**src/rtl/vbi_pkg.sv**
```systemverilog
package vbi_pkg;
  localparam logic [1:0] ADDR_POS  = 2'd0;
  localparam logic [1:0] ADDR_CTRL = 2'd1;
  localparam logic [1:0] ADDR_STAT = 2'd2;

  localparam int FIELD_BIT_CTRL = 1;
  localparam int FIELD_BIT_STAT = 3;

  typedef enum logic [1:0] {
    REF_FIXED = 2'b00,
    REF_PROG  = 2'b01,
    REF_BOTH0 = 2'b10,
    REF_BOTH1 = 2'b11
  } ref_sel_e;
endpackage

```
**src/rtl/vbi_edge.sv**
```systemverilog
module vbi_edge #(
  parameter bit RISING = 1'b1
) (
  input  logic clk,
  input  logic rst,
  input  logic sig_in,
  output logic edge_out
);
  logic prev_q;

  // Reset the history to the level that makes no edge appear right after reset
  always_ff @(posedge clk) begin
    if (rst) prev_q <= RISING;
    else     prev_q <= sig_in;
  end

  generate
    if (RISING) begin : g_rise
      assign edge_out = sig_in & ~prev_q;
    end else begin : g_fall
      assign edge_out = ~sig_in & prev_q;
    end
  endgenerate
endmodule

```
**src/rtl/vbi_line_counter.sv**
```systemverilog
module vbi_line_counter #(
  parameter int CNT_W = 6
) (
  input  logic             clk,
  input  logic             rst,
  input  logic             clr,
  input  logic             adv,
  output logic [CNT_W-1:0] line_q
);
  localparam logic [CNT_W-1:0] MAX_LINE = {CNT_W{1'b1}};

  always_ff @(posedge clk) begin
    if (rst || clr)                   line_q <= '0;
    else if (adv && line_q != MAX_LINE) line_q <= line_q + 1'b1;
  end
endmodule

```
**src/rtl/vbi_field_tracker.sv**
```systemverilog
module vbi_field_tracker #(
  parameter int HALF_LINE_CLKS = 16
) (
  input  logic clk,
  input  logic rst,
  input  logic h_edge,
  input  logic v_fall,
  output logic field_q
);
  localparam int SW = $clog2(HALF_LINE_CLKS + 1);
  localparam logic [SW-1:0] HALF = SW'(HALF_LINE_CLKS);

  logic [SW-1:0] since_q;

  // Clocks since the last horizontal edge, saturating at the half-line mark
  always_ff @(posedge clk) begin
    if (rst)                  since_q <= HALF;
    else if (h_edge)          since_q <= '0;
    else if (since_q != HALF) since_q <= since_q + 1'b1;
  end

  always_ff @(posedge clk) begin
    if (rst)         field_q <= 1'b0;
    else if (v_fall) field_q <= h_edge | (since_q < HALF);
  end
endmodule

```
**src/rtl/vbi_regs.sv**
```systemverilog
module vbi_regs
  import vbi_pkg::*;
(
  input  logic       clk,
  input  logic       rst,
  input  logic       we,
  input  logic [1:0] addr,
  input  logic [7:0] wdata,
  input  logic       field,
  output logic [7:0] pos_q,
  output logic [7:0] ctrl_q,
  output logic [7:0] rdata
);
  always_ff @(posedge clk) begin
    if (rst) begin
      pos_q  <= '0;
      ctrl_q <= '0;
    end else if (we) begin
      if (addr == ADDR_POS)  pos_q  <= wdata;
      if (addr == ADDR_CTRL) ctrl_q <= wdata;
    end
  end

  logic [7:0] stat_w;
  always_comb begin
    stat_w = '0;
    stat_w[FIELD_BIT_STAT] = field;
  end

  always_ff @(posedge clk) begin
    if (rst) rdata <= '0;
    else begin
      case (addr)
        ADDR_POS:  rdata <= pos_q;
        ADDR_CTRL: rdata <= ctrl_q;
        ADDR_STAT: rdata <= stat_w;
        default:   rdata <= '0;
      endcase
    end
  end
endmodule

```
**src/rtl/vbi_line_match.sv**
```systemverilog
module vbi_line_match
  import vbi_pkg::*;
#(
  parameter int CNT_W      = 6,
  parameter int FIXED_LINE = 21
) (
  input  logic             clk,
  input  logic             rst,
  input  logic             h_edge,
  input  logic             v_fall,
  input  logic [CNT_W-1:0] line_q,
  input  logic [7:0]       pos,
  input  logic             ref_field,
  input  logic             field,
  output logic             slice_stb,
  output logic             ref_stb
);
  localparam logic [CNT_W-1:0] MAX_LINE = {CNT_W{1'b1}};
  localparam logic [CNT_W-1:0] FIX_L    = CNT_W'(FIXED_LINE);

  logic [CNT_W-1:0] line_next;
  logic             hit_fix, hit_prog, ref_line, take;
  ref_sel_e         sel;

  assign line_next = (line_q == MAX_LINE) ? MAX_LINE : line_q + 1'b1;
  assign hit_fix   = (line_next == FIX_L);
  assign hit_prog  = (line_next == CNT_W'(pos[4:0]));
  assign sel       = ref_sel_e'(pos[7:6]);
  assign take      = h_edge & ~v_fall;

  always_comb begin
    case (sel)
      REF_FIXED: ref_line = hit_fix;
      REF_PROG:  ref_line = hit_prog;
      default:   ref_line = hit_fix | hit_prog;
    endcase
  end

  always_ff @(posedge clk) begin
    if (rst) begin
      slice_stb <= 1'b0;
      ref_stb   <= 1'b0;
    end else begin
      slice_stb <= take & (hit_fix | hit_prog);
      ref_stb   <= take & ref_line & (field == ref_field);
    end
  end
endmodule

```
**src/rtl/vbi_line_sel.sv**
```systemverilog
module vbi_line_sel
  import vbi_pkg::*;
#(
  parameter int CNT_W          = 6,
  parameter int FIXED_LINE     = 21,
  parameter int HALF_LINE_CLKS = 16
) (
  input  logic       clk,
  input  logic       rst,
  input  logic       hsync_in,
  input  logic       vsync_in,
  input  logic       cfg_we,
  input  logic [1:0] cfg_addr,
  input  logic [7:0] cfg_wdata,
  output logic [7:0] cfg_rdata,
  output logic       slice_stb,
  output logic       ref_stb,
  output logic       field_out
);
  localparam int NSYNC = 2;

  logic [NSYNC-1:0] sync_w, edge_w;
  logic             h_edge, v_fall;
  logic [CNT_W-1:0] line_cnt;
  logic [7:0]       pos_q, ctrl_q;

  assign sync_w = {vsync_in, hsync_in};

  // Index 0: horizontal rising edge; index 1: vertical falling edge
  for (genvar i = 0; i < NSYNC; i++) begin : g_edge
    vbi_edge #(.RISING(i == 0)) u_edge (
      .clk(clk), .rst(rst), .sig_in(sync_w[i]), .edge_out(edge_w[i])
    );
  end

  assign h_edge = edge_w[0];
  assign v_fall = edge_w[1];

  vbi_line_counter #(.CNT_W(CNT_W)) u_cnt (
    .clk(clk), .rst(rst), .clr(v_fall), .adv(h_edge), .line_q(line_cnt)
  );

  vbi_field_tracker #(.HALF_LINE_CLKS(HALF_LINE_CLKS)) u_fld (
    .clk(clk), .rst(rst), .h_edge(h_edge), .v_fall(v_fall), .field_q(field_out)
  );

  vbi_regs u_regs (
    .clk(clk), .rst(rst), .we(cfg_we), .addr(cfg_addr), .wdata(cfg_wdata),
    .field(field_out), .pos_q(pos_q), .ctrl_q(ctrl_q), .rdata(cfg_rdata)
  );

  vbi_line_match #(.CNT_W(CNT_W), .FIXED_LINE(FIXED_LINE)) u_match (
    .clk(clk), .rst(rst), .h_edge(h_edge), .v_fall(v_fall), .line_q(line_cnt),
    .pos(pos_q), .ref_field(ctrl_q[FIELD_BIT_CTRL]), .field(field_out),
    .slice_stb(slice_stb), .ref_stb(ref_stb)
  );
endmodule

```
**config.mk**
```make
export PLATFORM = sky130hd
export DESIGN_NAME = vbi_line_sel
export DESIGN_NICKNAME = d
export VERILOG_FILES = /design/src/rtl/vbi_pkg.sv /design/src/rtl/vbi_edge.sv /design/src/rtl/vbi_line_counter.sv /design/src/rtl/vbi_field_tracker.sv /design/src/rtl/vbi_regs.sv /design/src/rtl/vbi_line_match.sv /design/src/rtl/vbi_line_sel.sv
export SDC_FILE = /design/constraint.sdc
export NUM_CORES = 1
export LEC_CHECK = 0
export BUFFER_PORTS_ARGS = -buffer_cell sky130_fd_sc_hd__buf_2
export CAP_MARGIN = 20
export CORE_UTILIZATION = 34
export CTS_CLUSTER_SIZE = 12
export DETAILED_ROUTE_END_ITERATION = 16
export SLEW_MARGIN = 20
export SYNTH_ARGS = -nofsm -noshare
export SYNTH_HDL_FRONTEND = slang
export SYNTH_SLANG_ARGS = --single-unit
```
**constraint.sdc**
```tcl
create_clock -name clk -period 4.6 [get_ports clk]
set_input_delay 0.46 -clock clk [delete_from_list [all_inputs] [get_ports clk]]
set_output_delay 0.46 -clock clk [all_outputs]
set_load 0.03 [all_outputs]
```
# After elaboration in Yosys (flattened, before gate mapping)
# Cells that the tools add are included.
# word_totals
reg_bits	40
out_inout_bits	11
elab_cells	47
# op_classes
add_sub_neg	2
magnitude_cmp	1
n_eq_ne	9
mux	5
bitwise	11
n_reduce_logical	8
# op_table
cell	count
$pmux W8 S3	1
$mux W5	2
$add A6 B1 Y6 const B	1
$and A1 B1 Y1	6
$eq A6 B5 Y1	1
$eq A6 B5 Y1 const B	1
$eq A6 B6 Y1 const B	1
$mux W6	1
$ne A6 B6 Y1 const B	1
$add A5 B1 Y5 const B	1
$lt A5 B5 Y1 const B	1
$ne A5 B5 Y1 const B	1
$eq A2 B1 Y1 const B	2
$logic_not A2 Y1	2
$reduce_and A2 Y1	2
$not A1 Y1	3
$eq A2 B2 Y1 const B	1
$or A1 B1 Y1	2
$pmux W1 S2	1
$reduce_bool A2 Y1	1
$reduce_or A2 Y1	1
$eq A1 B1 Y1	1
$logic_and A1 B1 Y1	1
$logic_or A1 B1 Y1	1

# Depth between registers and ports, before layout
# Gate-level depths: netlist of the first run.
# depth
depth_word	7
ltp_mapped	6

# By module
# Synthesis of the first run repeated with hierarchy kept, for this count alone.
# hier_totals
cells_unflattened	194
hier_area_um2	1948.1
# by_module_without_submodules
mod	n_inst	cells_each	area_per_inst_um2	seq_area_each_um2
vbi_regs	1	92	980.9	480.5
vbi_line_match	1	41	350.3	40.0
vbi_line_counter	1	29	286.5	120.1
vbi_field_tracker	1	26	262.8	120.1
vbi_edge at g_edge[1].u_edge	1	3	35.0	20.0
vbi_edge at g_edge[0].u_edge	1	3	32.5	20.0

# Worst setup path before layout of the first run
# Ideal clock, no wire load.
# synth_path
path_type	register to register
from	register u_cnt.line_q[0]
to	register u_match.ref_stb
setup_ps	103
t_arrival_ps	1887
required_time_ps	4497
setup_slack_ps	2610
stages_incl_launch_ff	7
period_less_slack_ps	1990
path_cell_list	dfxtp_1 ha_1 and3_2 or3_1 a211oi_1 a31oi_1 a2111oi_2
# synth_via
elab_chain_len	7
word_cells_on_any_way	9
cone_classes	add/sub (1); eq/ne (3); mux (2); bitwise (3)
# synth_lines
item	line	text
from (decl)	vbi_line_counter.sv:8	output logic [CNT_W-1:0] line_q
from (signal assigned)	vbi_line_counter.sv:14	else if (adv && line_q != MAX_LINE) line_q <= line_q + 1'b1;
$add A6 B1 Y6 or $eq A6 B6 Y1 (tied branches)	vbi_line_match.sv:25	assign line_next = (line_q == MAX_LINE) ? MAX_LINE : line_q + 1'b1;
$mux W6 *	vbi_line_match.sv:25	
$eq A6 B5 Y1, on equally long branches	vbi_line_match.sv:26, vbi_line_match.sv:27	
$or A1 B1 Y1	vbi_line_match.sv:35	default: ref_line = hit_fix | hit_prog;
$pmux W1 S2 *	vbi_line_match.sv:32	case (sel)
$and A1 B1 Y1 * (2 in series)	vbi_line_match.sv:45	ref_stb <= take & ref_line & (field == ref_field);
to (signal assigned)	vbi_line_match.sv:45	
to (decl)	vbi_line_match.sv:16	output logic ref_stb
# Every way passes the cells marked *; elsewhere a longest branch is shown, timed or not.
# A chain may end at the register's enable or synchronous reset.

# Worst setup path in the final report of the first run
# Same ends and word-level chain as after synthesis.

==> flow_summary.yaml, run 1 <==
outcome:
  status: "finished, final reports clean"
floorplan:
  core_area_um2: 4880
  die_w_um: 74.2
  num_io_pins: 26
  rows: 25
  die_h_um: 74.2
  fp.dieArea_um2: 5510
  initial_core_util_pct: 36.3
yosys:
  synth_edf_count: 0
  syn_avg_cell_area_um2: 9.43
  async_reset_ff_share_pct: 0
  yosysTopAreaCell: "dfxtp_1"
  seq_area_frac_synth_pct: 45.2
  synth-main-ff-cell: "dfxtp_1"
  yosys-top-cells-count: "dfxtp_1 (40), nor2_1 (34), mux2i_1 (25)"
  syn_inst: 188
  synth_top_area_share_pct: 45.2
  synth_nets: 207
  ys_warn_count: 0
  ys_types: 38
  synthTopCellsByArea: "dfxtp_1 (45%), mux2i_1 (14%), nor2_1 (7.2%)"
  yosysMostFrequentCell: "dfxtp_1"
  syn_area_um2: 1770
  yosys_register_bits: 40
final_layout:
  drive_gt1_share_pct: 18.9
  regArea_um2: 801
  nets: 230
  diodes: 0
  multi_input_area_um2: 911
  area_growth_pct: 15.3
  nFillCells: 506
power_and_ir_drop:
  p_comb_share_pct: 12.6
  seqPwrFrac_pct: 52.8
  p_leak_nw: 0.852
  switching_share_pct: 25.7
  power_frac_clock_pct: 34.7
  irDropWorstVdd_uv: 179
  power_density_nw_per_um2: 344
  switchingPower_mw: 0.181
  intPower_mw: 0.523
cts:
  worstSkewPairLatency_ns: 0.29
  ctsHoldBuffers: 0
  htree_levels: 2
  post-cts-setup-buffers: 0
  cts_buffer_depth: 2
  cts_resized: 0
  cts_tree: "yes"
  root_buffer: "clkbuf_8"
  clk_pin_slew_ns: 0.08
  numCtsBuffers: 5
  cts_sinks: 40
timing:
  finalSetupViolations: 0
  fin_crit_sh_pct: 47.3
  worstMarginPinSlew_ns: 0.825
  slew_viol_final: 0
  finalSetupTns_ns: 0
  finClkSkew_ns: 0.00537
  worst_slack_ns: 2.42
  rsz0062_at_grt: "false"
  fmax_ghz: 0.459
  whs_ns: 0.377
  hold_viol: 0
  max-slew-margin-rel_pct: 44.2
  final.min_clock_period_ns: 2.18
routing:
  detail-route-antenna-nets: 0
  drt_first_pass_iters: 4
  vias: 1292
  drt-total-wl_um: 3280
  drc_errors: 0
  wl_met3_um: 111
  vias_per_cell: 4.63
  route.met2.wl_um: 1330
  wire_per_inst_um: 11.8
  first_iter_violations: 66
  maxUsedRoutingLayer: "met4"
  wirelength_met1_um: 1780
worst_setup_path:
  rr_endpoint: "u_match.ref_stb$_SDFF_PP0_"
  crit_slowest_cell: "dfxtp_1"
  rr_worst_depth: 6
  critPathBufInv: 0
  crit_chain: "ha_1 -> and3_2 -> or3_1 -> a211oi_1 -> a31oi_1 -> a2111oi_2"
  cp_max_fo: 5
  cp.arrival_ns: 2.37
  cpPeakStageDelay_ns: 0.36
  reg2reg_slack_ns: 2.42
  worstPathRequired_ns: 4.80
  path_class: "flip-flop to flip-flop"
  start_kind: "flip-flop"
  r2r_start: "u_cnt.line_q[0]$_SDFFE_PP0P_"
  crit_family: "compound AO/OA/AOI/OAI gates"
  end_kind: "flip-flop"
global_route:
  grt_pass1_wl_um: 5580
  grt-ovfl-total: 0
  grt_util_all_layers_pct: 13.4
  grt_max_degree: 28
  grt_pass1_vias: 1185
  antenna_found_initial: 0
worst_hold_path:
  holdPathStages: 2
  holdCritPathClass: "input port to flip-flop"
  worstHoldStart: "hsync_in"
  min_to: "g_edge[0].u_edge.prev_q$_SDFF_PP1_"
place:
  dp_hpwl_um: 2360
  gp_congestion: 0.822
  place_ws_ns: 2.46
  io_buffers: 25
run:
  drv_cap: 0
-- sequential cells by signal, summed over array words and instances, names as in the netlist --
register	cells
u_match.ref_stb	1
u_match.slice_stb	1
u_regs.pos_q	8
u_regs.rdata	8
u_fld.field_q	1
u_cnt.line_q	6
u_fld.since_q	5
g_edge.u_edge.prev_q	2
u_regs.ctrl_q	8
-- cell usage in the layout (no fill, tap or decap), types with 2 or more instances in the layout --
cell,count
inv_1,6
or3_1,2
or2_2,3
o21ai_0,3
nor2b_1,6
ha_1,4
nand2_1,6
mux2i_1,25
xor2_1,3
a21oi_1,4
xnor2_1,10
nor3b_1,3
dfxtp_1,40
clkbuf_8,6
nor2_1,34
o22ai_1,2
buf_2,25
nor4_1,2
nand3_1,3
a311oi_1,2
nor3_1,3
nand4_1,2
-- through the flow --
stage	util [%]	power (mW)	std cells	instance area, um2
after floorplan	-	0.445	188	1770
after global placement	40.0	0.466	271	1950
after detailed placement	40.0	0.466	271	1950
after CTS	41.9	0.710	279	2040
after global routing	41.9	0.739	279	2040
final	41.9	0.704	279	2040
-- area by class of cell --
| class | instances | share of cell area, % |
|---|---|---|
| multi-input combinational | 132 | 44.6 |
| sequential | 40 | 39.2 |
| timing repair buffer | 26 | 6.49 |
| clock buffer | 7 | 4.22 |
| tap | 67 | 4.10 |
| inverter | 6 | 1.10 |
| clock inverter | 1 | 0.367 |
-- cells by family after synthesis --
kind of cell | count (synthesis) | synth area share (%)
DFF | 40 | 45.2
xor gates and xnor gates | 13 | 6.42
adders and majority gates | 4 | 2.82
AOI/OAI and AO/OA | 19 | 8.05
buffers and inverters | 16 | 3.46
and+or+nand+nor | 71 | 20.0
muxes | 25 | 14.1
-- metal layers --
| layer | up-vias | global-route usage, % |
|---|---|---|
| met2 | 25 | 19.3 |
| met5 | - | 0 |
| li1 | 688 | - |
| met1 | 571 | 18.7 |
| met3 | 8 | 3.66 |
| met4 | 0 | 5.66 |
-- power groups by stage --
stage / logic, mW / clock network, mW / registers [mW]
after floorplan: 0.0654 / 0 / 0.380
after global placement: 0.0867 / 0 / 0.379
after detailed placement: 0.0865 / 0 / 0.379
after CTS: 0.0895 / 0.249 / 0.371
after global routing: 0.0977 / 0.267 / 0.374
final: 0.0884 / 0.244 / 0.371
-- worst max-delay path by stage --
| stage | from | endpoint | slack [ns] | cells past startpoint |
|---|---|---|---|---|
| 5_1_grt | u_cnt.line_q[0]$_SDFFE_PP0P_ | u_match.ref_stb$_SDFF_PP0_ | 2.24 | 6 |
| 6_report | u_cnt.line_q[0]$_SDFFE_PP0P_ | u_match.ref_stb$_SDFF_PP0_ | 2.42 | 6 |
| 2_1_floorplan | u_cnt.line_q[0]$_SDFFE_PP0P_ | u_match.ref_stb$_SDFF_PP0_ | 2.61 | 6 |
| 3_5_place_dp | u_cnt.line_q[0]$_SDFFE_PP0P_ | u_match.ref_stb$_SDFF_PP0_ | 2.46 | 6 |
| 3_3_place_gp | u_cnt.line_q[0]$_SDFFE_PP0P_ | u_match.ref_stb$_SDFF_PP0_ | 2.53 | 6 |
| 4_1_cts | u_cnt.line_q[0]$_SDFFE_PP0P_ | u_match.ref_stb$_SDFF_PP0_ | 2.41 | 6 |
Power figures use the tool's default switching activity.
==> inputs of run 2 (changes only) <==
==> constraint.sdc (replaced) <==
create_clock -name clk -period 2.2 [get_ports clk]
set_input_delay 0.22 -clock clk [delete_from_list [all_inputs] [get_ports clk]]
set_output_delay 0.22 -clock clk [all_outputs]
set_load 0.03 [all_outputs]
==> flow_summary.yaml, run 2 (synthesis results as in run 1) <==
outcome:
  status: "finished, final reports clean"
timing:
  whs_ns: 0.146
  fmax_ghz: 0.488
  max-slew-margin-rel_pct: 60.8
  slew_viol_final: 0
  rsz0062_at_grt: "false"
  hold_viol: 0
  finalSetupViolations: 0
  worst_slack_ns: 0.152
  finClkSkew_ns: 0.00561
  fin_crit_sh_pct: 93.1
  final.min_clock_period_ns: 2.05
  finalSetupTns_ns: 0
  worstMarginPinSlew_ns: 0.579
worst_setup_path:
  crit_chain: "nand3_2 -> or4b_1 -> a311oi_2 -> a21oi_1 -> a2111oi_4"
  crit_family: "compound AO/OA/AOI/OAI gates"
  reg2reg_slack_ns: 0.15
  start_kind: "flip-flop"
  cp_max_fo: 6
  critPathBufInv: 0
  end_kind: "flip-flop"
  path_class: "flip-flop to flip-flop"
  cpPeakStageDelay_ns: 0.51
  cp.arrival_ns: 2.24
  worstPathRequired_ns: 2.40
  crit_slowest_cell: "or4b_1"
cts:
  post-cts-setup-buffers: 0
  cts_tree: "yes"
  htree_levels: 2
  clk_pin_slew_ns: 0.07
  worstSkewPairLatency_ns: 0.29
  cts_sinks: 40
  numCtsBuffers: 5
  cts_buffer_depth: 2
  root_buffer: "clkbuf_8"
place:
  io_buffers: 25
  place_area_um2: 1970
  gp_congestion: 0.776
  dp_hpwl_um: 2440
  place_ws_ns: 0.0849
global_route:
  grt_util_all_layers_pct: 13.4
  met2_usage_pct: 19.4
  grt-ovfl-total: 0
  use_met1_pct: 18.3
  grt_pass1_wl_um: 5530
  grt_pass1_vias: 1200
  antenna_found_initial: 0
  grt_use_met3_pct: 3.79
  grt_max_degree: 28
  grt_busiest_layer: "met2"
final_layout:
  area_growth_pct: 18.6
  nets: 233
  largest_registers: "u_regs.ctrl_q (8), u_regs.pos_q (8), u_regs.rdata (8)"
  fin_area_um2: 2100
  layout_common_cells: "dfxtp_1 (40), nor2_1 (34), mux2i_1 (25), buf_2 (25), xnor2_1 (10)"
  drive_gt1_share_pct: 20.9
  nFillCells: 504
  final_common_cell: "dfxtp_1"
  diodes: 0
routing:
  wire_per_inst_um: 11.8
  detail-route-antenna-nets: 0
  first_iter_violations: 56
  vias: 1319
  drt_first_pass_iters: 4
  drt-total-wl_um: 3330
  vias_per_cell: 4.68
  drc_errors: 0
power_and_ir_drop:
  power_density_nw_per_um2: 745
  irDropWorstVdd_uv: 509
  p_leak_nw: 0.878
floorplan:
  die_h_um: 74.2
  core_area_um2: 4880
  rows: 25
  initial_core_util_pct: 36.3
  die_w_um: 74.2
  fp.dieArea_um2: 5510
  num_io_pins: 26
worst_hold_path:
  holdCritPathClass: "input port to flip-flop"
run:
  drv_cap: 0
[run 2: area by class of cell]
type,instances,area (um2),share of cell area [%]
Clock inverter,3,42.5,2.02
Multi-Input combinational cell,132,928,44.2
Timing Repair Buffer,29,155,7.38
Tap cell,67,83.8,3.99
Clock buffer,5,68.8,3.27
Sequential cell,40,801,38.1
Inverter,6,22.5,1.07
[run 2: worst paths after layout]
kind / from / to / cells after the start
worst max-delay path: u_cnt.line_q[2]$_SDFFE_PP0P_ / u_match.ref_stb$_SDFF_PP0_ / 5
worst min-delay path: hsync_in / g_edge[0].u_edge.prev_q$_SDFF_PP1_ / 2
worst min register to register: u_regs.ctrl_q[0]$_SDFFE_PP0P_ / u_regs.ctrl_q[0]$_SDFFE_PP0P_ / 2
worst max register to register: u_cnt.line_q[2]$_SDFFE_PP0P_ / u_match.ref_stb$_SDFF_PP0_ / 5
[run 2: stage by stage]
stage,total power [mW],cells,utilization (%)
after floorplan,0.931,188,-
after global placement,0.993,274,40.4
after detailed placement,0.997,274,40.4
after CTS,1.59,282,42.7
after global routing,1.65,282,43.1
final,1.57,282,43.1
[run 2: timing repair]
| item | in CTS | in global routing |
|---|---|---|
| resized for setup | 0 | 2 |
| hold buffers | 0 | 0 |
| setup endpoints to repair | 0 | 1 |
[run 2: power breakdown]
part           switching [mW]  internal, mW  total, mW
logic                   0.105        0.0997      0.205
clock network           0.250         0.335      0.585
registers              0.0221         0.754      0.776
[run 2: per-layer routing]
| metal | part of all wire [%] | vias up |
|---|---|---|
| li1 | - | 692 |
| met1 | 53 | 593 |
| met2 | 41 | 26 |
| met3 | 4.2 | 8 |
| met4 | 1.8 | 0 |
| met5 | 0 | - |
==> inputs of run 3 (changes only) <==
--- a/config.mk
+++ b/config.mk
@@ -5,6 +5,7 @@
 export SDC_FILE = /design/constraint.sdc
 export NUM_CORES = 1
 export LEC_CHECK = 0
+export ABC_AREA = 1
 export BUFFER_PORTS_ARGS = -buffer_cell sky130_fd_sc_hd__buf_2
 export CAP_MARGIN = 20
 export CORE_UTILIZATION = 34
==> flow_summary.yaml, run 3 <==
worst_setup_path:
  worstPathRequired_ns: 2.43
  crit_family: "flip-flops"
  cp.arrival_ns: 1.78
  critPathBufInv: 1
  crit_slowest_cell: "dfxtp_1"
  cpPeakStageDelay_ns: 0.42
  cp_max_fo: 6
  r2r_start: "u_cnt.line_q[0]$_SDFFE_PP0P_"
  path_class: "flip-flop to flip-flop"
  start_kind: "flip-flop"
  end_kind: "flip-flop"
  critPathLaunch: "u_cnt.line_q[0]$_SDFFE_PP0P_"
  crit_chain: "inv_1 -> ha_1 -> xnor2_1 -> nand2_1 -> nor3_2 -> nand3_1 -> a21oi_2"
timing:
  hold_viol: 0
  rsz0062_at_grt: "false"
  finalSetupTns_ns: 0
  final.min_clock_period_ns: 1.55
  slew_viol_final: 0
  fin_crit_sh_pct: 70.4
  finalSetupViolations: 0
  max-slew-margin-rel_pct: 57.8
  finClkSkew_ns: 0.00510
  whs_ns: 0.118
  fmax_ghz: 0.645
  worst_slack_ns: 0.650
  worstMarginPinSlew_ns: 0.632
cts:
  cts_resized: 0
  cts_sinks: 40
  clk_pin_slew_ns: 0.08
  numCtsBuffers: 5
  cts_buffer_depth: 2
  post-cts-setup-buffers: 0
  ctsHoldBuffers: 0
  cts_tree: "yes"
  worstSkewPairLatency_ns: 0.29
  htree_levels: 2
  root_buffer: "clkbuf_8"
floorplan:
  fp.dieArea_um2: 5510
  die_w_um: 74.3
  initial_core_util_pct: 36.4
  rows: 25
  die_h_um: 74.3
  core_area_um2: 4880
  num_io_pins: 26
yosys:
  syn_area_um2: 1780
  synth_top_area_share_pct: 45.1
  synth-main-ff-cell: "dfxtp_1"
  yosysTopAreaCell: "dfxtp_1"
  synth-simple-area-share_pct: 27.3
  synthTopCellsByArea: "dfxtp_1 (45%), nand2_1 (12%), a21oi_1 (7.3%)"
  syn_inst: 242
  synthMuxAreaShare_pct: 0
  yosysMostFrequentCell: "nand2_1"
  yosys_register_bits: 40
  async_reset_ff_share_pct: 0
  synth_nets: 261
  seq_area_frac_synth_pct: 45.1
  synthAdderAreaFrac_pct: 2.82
  syn_avg_cell_area_um2: 7.34
  ys_types: 24
  synth_top_family_by_area: "simple AND/OR/NAND/NOR gates"
  yosys-top-cells-count: "nand2_1 (58), dfxtp_1 (40), a21oi_1 (26)"
  synth_edf_count: 0
  ys_warn_count: 0
  synth-compound-area-share_pct: 13.8
  synth_xor_area_share_pct: 3.45
place:
  gp_congestion: 0.799
  dp_hpwl_um: 2870
  io_buffers: 25
  placed_cells: 329
  place_ws_ns: 0.646
  place_area_um2: 1970
run:
  drv_cap: 0
routing:
  drt-total-wl_um: 3790
  detail-route-antenna-nets: 0
  vias_per_cell: 4.61
  vias: 1548
  first_iter_violations: 117
  drt_first_pass_iters: 4
  drc_errors: 0
  wire_per_inst_um: 11.3
power_and_ir_drop:
  irDropWorstVdd_uv: 462
  power_density_nw_per_um2: 713
  total_power_mw: 1.46
  p_leak_nw: 0.868
final_layout:
  layout_common_cells: "nand2_1 (58), dfxtp_1 (40), a21oi_1 (26)"
  fin_area_um2: 2050
  area_growth_pct: 15.2
  largest_registers: "u_regs.ctrl_q (8), u_regs.pos_q (8), u_regs.rdata (8)"
  diodes: 0
  fin_util_pct: 41.9
  nets: 288
  drive_gt1_share_pct: 17.8
  fin_cells: 336
  final_common_cell: "nand2_1"
global_route:
  antenna_found_initial: 0
  grt_util_all_layers_pct: 15.5
  grt_max_degree: 20
  grt-ovfl-total: 0
  grt_pass1_vias: 1428
  grt_pass1_wl_um: 6510
worst_hold_path:
  holdCritPathClass: "input port to flip-flop"
  worstHoldStart: "hsync_in"
outcome:
  status: "finished, final reports clean"
==> run 3: layout make-up <==
type                       count  area [um2]
multi-input combinational    167         842
sequential                    40         801
timing repair buffer          26         133
tap                           67        83.8
fill                         542        2830
inverter                      29         109
clock buffer                   6        72.6
clock inverter                 1        5.00
==> run 3: kinds of logic after synthesis <==
kind of cell	after synthesis
AOI/OAI and AO/OA	47
xor gates and xnor gates	7
adders and majority gates	4
buffers and inverters	35
DFF	40
and+or+nand+nor	109
==> run 3: path summary, 6_finish.rpt <==
path / endpoint / slack [ns] / cells after the start
setup / recovery: u_match.ref_stb$_SDFF_PP0_ / 0.65 / 7
hold / removal: g_edge[0].u_edge.prev_q$_SDFF_PP1_ / 0.12 / 3
setup reg to reg: u_match.ref_stb$_SDFF_PP0_ / 0.65 / 7
hold reg to reg: u_regs.ctrl_q[5]$_SDFFE_PP0P_ / 0.46 / 2
==> run 3: worst register-to-register path, stage by stage, from the launching register on <==
cell and delay (ns):
dfxtp_1 0.42, inv_1 0.11, ha_1 0.33, xnor2_1 0.15, nand2_1 0.08, nor3_2 0.19
nand3_1 0.10, a21oi_2 0.11
==> run 3: where the power goes <==
part	total, mW	internal [mW]	switching (mW)
sequential	0.795	0.764	0.0317
combinational	0.198	0.0757	0.122
clock	0.464	0.216	0.249
==> run 3: metal layers <==
layer	track usage, %	up-vias	share of wire, %
met5	0	-	0
met4	5.03	0	1.5
met3	4.07	7	5.0
met2	23.5	37	43
met1	21.4	674	50
li1	-	830	-
